[config.mk]
export PLATFORM = sky130hd
export DESIGN_NAME = rx_fifo_err_ctrl
export DESIGN_NICKNAME = d
export VERILOG_FILES = /design/src/rtl/rxfe_pkg.sv /design/src/rtl/rxfe_sticky_flag.sv /design/src/rtl/rxfe_admit.sv /design/src/rtl/rx_fifo_err_ctrl.sv
export SDC_FILE = /design/constraint.sdc
export NUM_CORES = 1
export LEC_CHECK = 0
export ABC_AREA = 1
export ABC_CLOCK_PERIOD_IN_PS = 2500
export BUFFER_PORTS_ARGS = -buffer_cell sky130_fd_sc_hd__buf_2
export CORE_MARGIN = 10
export CORE_UTILIZATION = 44
export DETAILED_ROUTE_END_ITERATION = 6
export HOLD_SLACK_MARGIN = 0.02
export PLACE_DENSITY_LB_ADDON = 0.08
export REMOVE_ABC_BUFFERS = 1
export SLEW_MARGIN = 10
export SYNTH_ARGS = -nofsm -noshare
export SYNTH_HDL_FRONTEND = slang
export SYNTH_SLANG_ARGS = --single-unit
[constraint.sdc]
create_clock -name clk -period 2.5 [get_ports clk]
set_input_delay 0.5 -clock clk [delete_from_list [all_inputs] [get_ports clk]]
set_output_delay 0.5 -clock clk [all_outputs]
set_load 0.02 [all_outputs]
[src/rtl/rxfe_pkg.sv]
package rxfe_pkg;
    localparam int REG_W   = 8;
    localparam int BIT_OVR = 0;
    localparam int BIT_EI  = 1;
    localparam int BIT_RXE = 2;

    typedef enum logic [1:0] {
        ACT_NONE    = 2'd0,
        ACT_PUSH    = 2'd1,
        ACT_OVERRUN = 2'd2
    } rx_action_e;
endpackage

[src/rtl/rxfe_sticky_flag.sv]
module rxfe_sticky_flag (
    input  logic clk,
    input  logic rst_n,
    input  logic clear_all,
    input  logic set_evt,
    input  logic rd_evt,
    input  logic wr_evt,
    input  logic wr_bit,
    output logic flag
);
    typedef struct packed {
        logic flag;
        logic armed;
    } sticky_t;

    sticky_t st_d, st_q;

    always_comb begin
        st_d = st_q;
        if (rd_evt && st_q.flag)
            st_d.armed = 1'b1;
        if (wr_evt && !wr_bit && st_q.armed) begin
            st_d.flag  = 1'b0;
            st_d.armed = 1'b0;
        end
        if (set_evt) begin
            st_d.flag  = 1'b1;
            st_d.armed = 1'b0;
        end
        if (clear_all) begin
            st_d.flag  = 1'b0;
            st_d.armed = 1'b0;
        end
    end

    always_ff @(posedge clk or negedge rst_n) begin
        if (!rst_n) st_q <= '0;
        else        st_q <= st_d;
    end

    assign flag = st_q.flag;
endmodule

[src/rtl/rxfe_admit.sv]
module rxfe_admit #(
    parameter int DEPTH = 16,
    parameter int LVL_W = $clog2(DEPTH + 1)
) (
    input  logic                 char_done,
    input  logic                 rx_en,
    input  logic                 ovr,
    input  logic                 rxe,
    input  logic                 ei,
    input  logic [LVL_W-1:0]     fifo_level,
    input  logic                 push_pending,
    output rxfe_pkg::rx_action_e action
);
    import rxfe_pkg::*;

    localparam int SUM_W = LVL_W + 1;

    logic [SUM_W-1:0] occupied;
    logic             full;
    logic             blocked;

    always_comb begin
        occupied = SUM_W'(fifo_level) + SUM_W'(push_pending);
        full     = (occupied >= SUM_W'(DEPTH));
        blocked  = ovr || (rxe && !ei);
        action   = ACT_NONE;
        if (char_done && rx_en && !blocked)
            action = full ? ACT_OVERRUN : ACT_PUSH;
    end
endmodule

[src/rtl/rx_fifo_err_ctrl.sv]
module rx_fifo_err_ctrl #(
    parameter int DATA_W = 8,
    parameter int DEPTH  = 16,
    parameter int LVL_W  = $clog2(DEPTH + 1)
) (
    input  logic              clk,
    input  logic              rst_n,
    input  logic              standby,
    input  logic              rx_en,
    input  logic              char_done,
    input  logic [DATA_W-1:0] char_data,
    input  logic              char_fe,
    input  logic              char_pe,
    input  logic [LVL_W-1:0]  fifo_level,
    output logic              push_valid,
    output logic [DATA_W-1:0] push_data,
    output logic              push_fe,
    output logic              push_pe,
    input  logic              reg_rd,
    input  logic              reg_wr,
    input  logic [7:0]        reg_wdata,
    output logic [7:0]        reg_rdata
);
    import rxfe_pkg::*;

    typedef struct packed {
        logic              ei;
        logic              pv;
        logic [DATA_W-1:0] pdata;
        logic              pfe;
        logic              ppe;
    } ctl_t;

    ctl_t       ctl_d, ctl_q;
    rx_action_e action;
    logic       ovr_flag, rxe_flag;
    logic       set_ovr, set_rxe;

    rxfe_admit #(.DEPTH(DEPTH), .LVL_W(LVL_W)) admit_i (
        .char_done    (char_done),
        .rx_en        (rx_en),
        .ovr          (ovr_flag),
        .rxe          (rxe_flag),
        .ei           (ctl_q.ei),
        .fifo_level   (fifo_level),
        .push_pending (ctl_q.pv),
        .action       (action)
    );

    always_comb begin
        set_ovr = (action == ACT_OVERRUN);
        set_rxe = (action == ACT_PUSH) && (char_fe || char_pe);
    end

    rxfe_sticky_flag ovr_i (
        .clk       (clk),
        .rst_n     (rst_n),
        .clear_all (standby),
        .set_evt   (set_ovr),
        .rd_evt    (reg_rd),
        .wr_evt    (reg_wr),
        .wr_bit    (reg_wdata[BIT_OVR]),
        .flag      (ovr_flag)
    );

    rxfe_sticky_flag rxe_i (
        .clk       (clk),
        .rst_n     (rst_n),
        .clear_all (standby),
        .set_evt   (set_rxe),
        .rd_evt    (reg_rd),
        .wr_evt    (reg_wr),
        .wr_bit    (reg_wdata[BIT_RXE]),
        .flag      (rxe_flag)
    );

    always_comb begin
        ctl_d    = ctl_q;
        ctl_d.pv = 1'b0;
        if (action == ACT_PUSH) begin
            ctl_d.pv    = 1'b1;
            ctl_d.pdata = char_data;
            ctl_d.pfe   = char_fe;
            ctl_d.ppe   = char_pe;
        end
        if (reg_wr)
            ctl_d.ei = reg_wdata[BIT_EI];
    end

    always_ff @(posedge clk or negedge rst_n) begin
        if (!rst_n) ctl_q <= '0;
        else        ctl_q <= ctl_d;
    end

    always_comb begin
        reg_rdata          = '0;
        reg_rdata[BIT_OVR] = ovr_flag;
        reg_rdata[BIT_EI]  = ctl_q.ei;
        reg_rdata[BIT_RXE] = rxe_flag;
    end

    assign push_valid = ctl_q.pv;
    assign push_data  = ctl_q.pdata;
    assign push_fe    = ctl_q.pfe;
    assign push_pe    = ctl_q.ppe;
endmodule

==> Word-level counts from Yosys, hierarchy flattened <==
Cells that the tools add are included.
{ "word_totals": {"regBits": 16, "latch_bits": 0, "ram_bits": 0, "rom_bits": 0, "input_bits": 30, "elab_cells": 44, "mem_count": 0} }
{ "op_classes": {"n_addsub": 1, "multipliers": 0, "div_mod_pow": 0, "magnitude_cmp": 1, "eq_ne": 2, "n_shift": 0, "muxes": 11, "n_bitwise": 0, "reduce_logical": 20} }
{ "ops": {"columns": ["cell", "count"], "rows": [
  ["2-bit two-way mux", 8],
  ["11-bit two-way mux", 1],
  ["1-bit logical AND", 10],
  ["4-bit nonzero test", 2],
  ["5-bit by 1-bit adder with 6-bit output", 1],
  ["6-bit by 5-bit greater-or-equal comparator with 1-bit output (second input constant)", 1],
  ["3-bit nonzero test", 2],
  ["1-bit zero test", 4],
  ["2-bit by 1-bit == test with 1-bit output (second input constant)", 1],
  ["2-bit == test (second input constant)", 1],
  ["1-bit logical OR", 2],
  ["1-bit two-way mux", 2]
]} }

==> Depth between registers and ports, before layout <==
{ "logic_depth": {"ltp_word": 10, "depth_mapped": 7} }

==> Cells and area by module <==
From an unflattened synthesis, not the netlist that was laid out.
{ "unflattened": {"cells_unflattened": 96, "area_unflattened_um2": 813.3} }
{ "modules_own_cells": {"columns": ["module", "n_inst", "cells_per_inst", "area_per_inst_um2", "seq_area_each_um2"], "rows": [
  ["rx_fifo_err_ctrl", 1, 61, 553.0, 300.3],
  ["rxfe_sticky_flag", 2, 12, 101.3, 50.0],
  ["rxfe_admit", 1, 11, 57.6, 0.0]
]} }

==> Worst setup path before layout <==
Ideal clock, no wire load.
{ "synth_timing": {"path_type": "in2reg", "start": "input port fifo_level[0]", "end": "register ctl_q (netlist bit push_data[0])", "t_arrival_ns": 1.082, "required_time_ns": 2.384, "path_slack_ns": 1.302, "path_stages": 7, "path_cell_list": "nand2_1 nor2_4 nor2_2 nand2_4 buf_6 nand2_1 nand2_1"} }
{ "synth_via": {"elab_chain_len": 5} }
{ "synth_rtl": {"columns": ["element", "line_no", "text"], "rows": [
  ["start: declaration", "rx_fifo_err_ctrl.sv:14", "input logic [LVL_W-1:0] fifo_level,"],
  ["5-bit by 1-bit adder with 6-bit output", "rxfe_admit.sv:23", "occupied = SUM_W'(fifo_level) + SUM_W'(push_pending);"],
  ["6-bit by 5-bit greater-or-equal comparator with 1-bit output", "rxfe_admit.sv:24", "full = (occupied >= SUM_W'(DEPTH));"],
  ["2-bit two-way mux", "rxfe_admit.sv:28", "action = full ? ACT_OVERRUN : ACT_PUSH;"],
  ["2-bit two-way mux", "rxfe_admit.sv:27", "if (char_done && rx_en && !blocked)"],
  ["2-bit by 1-bit == test with 1-bit output", "rx_fifo_err_ctrl.sv:80", "if (action == ACT_PUSH) begin"],
  ["end signal: assignment", "rx_fifo_err_ctrl.sv:92", "else ctl_q <= ctl_d;"],
  ["end: declaration", "rx_fifo_err_ctrl.sv:34", "ctl_t ctl_d, ctl_q;"]
]} }
No other way between the ends.
A chain may end at the register's enable or synchronous reset.

==> Final worst setup path <==
{ "layout_timing": {"start": "register ovr_i.st_q (netlist bit ovr_i.flag)", "end": "output port reg_rdata[0]"} }
{ "layout_rtl": {"columns": ["element", "line_no", "text"], "rows": [
  ["start: declaration", "rxfe_sticky_flag.sv:16", "sticky_t st_d, st_q;"],
  ["start signal: assignment", "rxfe_sticky_flag.sv:38", "else st_q <= st_d;"],
  ["end: declaration", "rx_fifo_err_ctrl.sv:22", "output logic [7:0] reg_rdata"]
]} }
No word-level cell between the ends.

==> flow_summary.ini <==
[run_status]
run_status = finished, final reports clean

[floorplanning]
dieArea_um2 = 3900
design.portCount = 49
floorplan.initialDensity_pct = 45.9
die_height_um = 62.5
core.rowCount = 15
area_of_the_core_um2 = 1730
die-width_um = 62.5

[worst_setup_path]
worstSetupPathType = flop to primary output
cp_data_required_time_ns = 2.00
critical_path.max_fanout = 4
critPathBufInv = 1
cell_class_contributing_the_biggest_share_of_worst_path_delay = flip-flops
crit_path_max_incr_delay_ns = 0.42
critical-path-slowest-cell = dfrtp_1
critPathCaptureType = primary output
cp_cell_sequence = buf_2
setup.worst_path.start_class = flop
worst-endpoint-arrival_ns = 0.87

[drt]
viasPerCell = 4.28
drt_wl_total_mm = 1.84
routed-via-count = 650
drtIter0Drc = 16
drtPass1Iterations = 4
drcViolationCount = 0
detail-route-antenna-nets = 0
wire_per_inst_um = 12.1

[sta]
timing.final.crit_share_pct = 54.9
final_hold_viol_count = 0
report.final.slew_viol_count = 0
finalWorstPathRequiredPeriod_ns = 1.37
setup_viol = 0
unrepaired_setup_endpoints_after_global_routing = false
timing.fmax_mhz = 728
finClkSkew_ns = 0.00396
fin_tns_setup_ns = 0

[synthesis]
post-synth-top-area-cell = dfrtp_1
synthesis.yosys.warnings = 0
synth_top_cells_by_area = dfrtp_1 (50%), nand2_1 (18%), buf_4 (7.6%), inv_1 (2.8%), nor2_4 (2.8%)
ys_seq_elements = 16
synth_area_um2 = 793
synth.distinct_cells = 19
synth_commonest_cells = nand2_1 (37), dfrtp_1 (16), buf_4 (8)
async_flop_share_pct = 100
top_count_cell_post_synth = nand2_1
syn_inst = 91
synth.yosys.seq_area_share_pct = 50.5
synth_enable_flop_cells = 0
syn-mean-instance-area_um2 = 8.72
postSynth.topFlopCell = dfrtp_1
synth_top_cell_area_share_pct = 50.5

[clock_network]
clkTransAtPathRegs_ns = 0.09
cts_resized = 0
clock_sink_count = 16
ctsHtreeMaxLevel = 1
cts_inserted_buffers = 3
cts_buffer_depth = 2
cts_root_buf = clkbuf_4
worstSkewPairLatency_ns = 0.28
cts.hold.buffers_added = 0
cts_tree = done
post-cts-setup-buffer-count = 0

[pwr]
seqPwrFrac_pct = 50.6
cellLeakagePower_uw = 0.000589
p_sw_uw = 209
power.combinational.fraction_pct = 28.3
vdd.ir_drop.worst_uv = 424
p_int_uw = 414
power_frac_clock_pct = 21.2
switching_share_pct = 33.6
pwr_density_cell_nw_per_um2 = 635

[placed_design]
hpwlAfterDp_mm = 1.50
weighted_congestion_reported_at_the_end_of_routability_driven_placement = 0.806
place.port_buffers = 38
dpl_cells = 149

[final_layout]
areaGrowthSynthToFinish_pct = 23.7
fin_cells = 152
sequential_cell_area_um2 = 400
num-nets-final = 159
antenna_cells = 0
multi_input_area_um2 = 309
fillerInstances = 184
drive_above_1_share_pct = 40.2

[global_routing]
global_route.usage.total_pct = 9.36
grt_overflow = 0
grt_antenna_before_repair = 0
vias_in_the_first_global_route = 694
first_pass_grt_wire_length_mm = 3.07
grt_max_degree = 17

[worst_hold_path]
path_category_of_the_worst_min_delay_check = input port to async pin

[job]
timing.max_cap.violations = 0
-- metal layers --
layer	GRT usage, %	part of all wire (%)
met1	10.5	45
met2	15.4	46
met3	3.94	8.7
met4	3.35	0.38
met5	0	0
-- path summary, 6_finish.rpt --
kind / slack (ns) / cells past startpoint / to / start
setup / recovery: 1.13 / 1 / reg_rdata[0] / ovr_i.flag
hold / removal: 0.11 / 1 / rxe_i.st_q[0] / rst_n
setup reg to reg: 1.28 / 7 / push_data[3] / rxe_i.flag
hold reg to reg: 0.48 / 2 / push_data[7] / push_data[7]
max in group asynchronous: 2.13 / 1 / push_data[5] / rst_n
min in group clk: 0.41 / 3 / push_data[6] / char_data[6]
-- final cells by class --
type / count / share of cell area [%]
Sequential cell: 16 / 40.8
Multi-Input combinational cell: 63 / 31.5
Timing Repair Buffer: 38 / 19.4
Tap cell: 25 / 3.19
Inverter: 7 / 2.81
Clock buffer: 3 / 2.30
-- through the flow --
stage,utilization [%],total power (µW),area (µm²),setup WS [ns],hold WS (ns)
6_report,56.8,623,981,1.13,0.113
5_1_grt,56.8,668,981,1.07,0.121
4_1_cts,56.8,634,981,1.12,0.120
3_5_place_dp,55.5,499,958,1.07,0.432
3_3_place_gp,55.5,495,958,1.11,0.436
2_1_floorplan,-,424,737,1.31,0.204
-- sequential cells by signal, summed over array words and instances, names as in the netlist --
register	flops
rxe_i.flag	1
reg_rdata	1
push_fe	1
push_valid	1
ovr_i.st_q	1
push_pe	1
push_data	8
rxe_i.st_q	1
ovr_i.flag	1
-- placed cells by master, fill, tap and decap left out, types with 3 or more instances in the layout --
cell	count
clkbuf_4	3
dfrtp_1	16
inv_1	6
nand3_1	4
nor2_1	3
nand2_1	37
conb_1	5
buf_2	38
-- logic make-up after synthesis --
| group | share of synthesized area [%] |
|---|---|
| AOI/OAI and AO/OA | 4.73 |
| buffers and inverters | 12.5 |
| DFF | 50.5 |
| other | 0.473 |
| and+or+nand+nor | 31.9 |
-- power groups by stage --
stage | clock network, µW | logic (µW) | registers, µW
floorplan | 0 | 57.5 | 366
global placement | 0 | 176 | 319
detailed placement | 0 | 180 | 319
CTS | 137 | 181 | 315
global route | 150 | 196 | 322
finish | 132 | 176 | 315
Note: power is estimated with default switching activity, not from simulation.
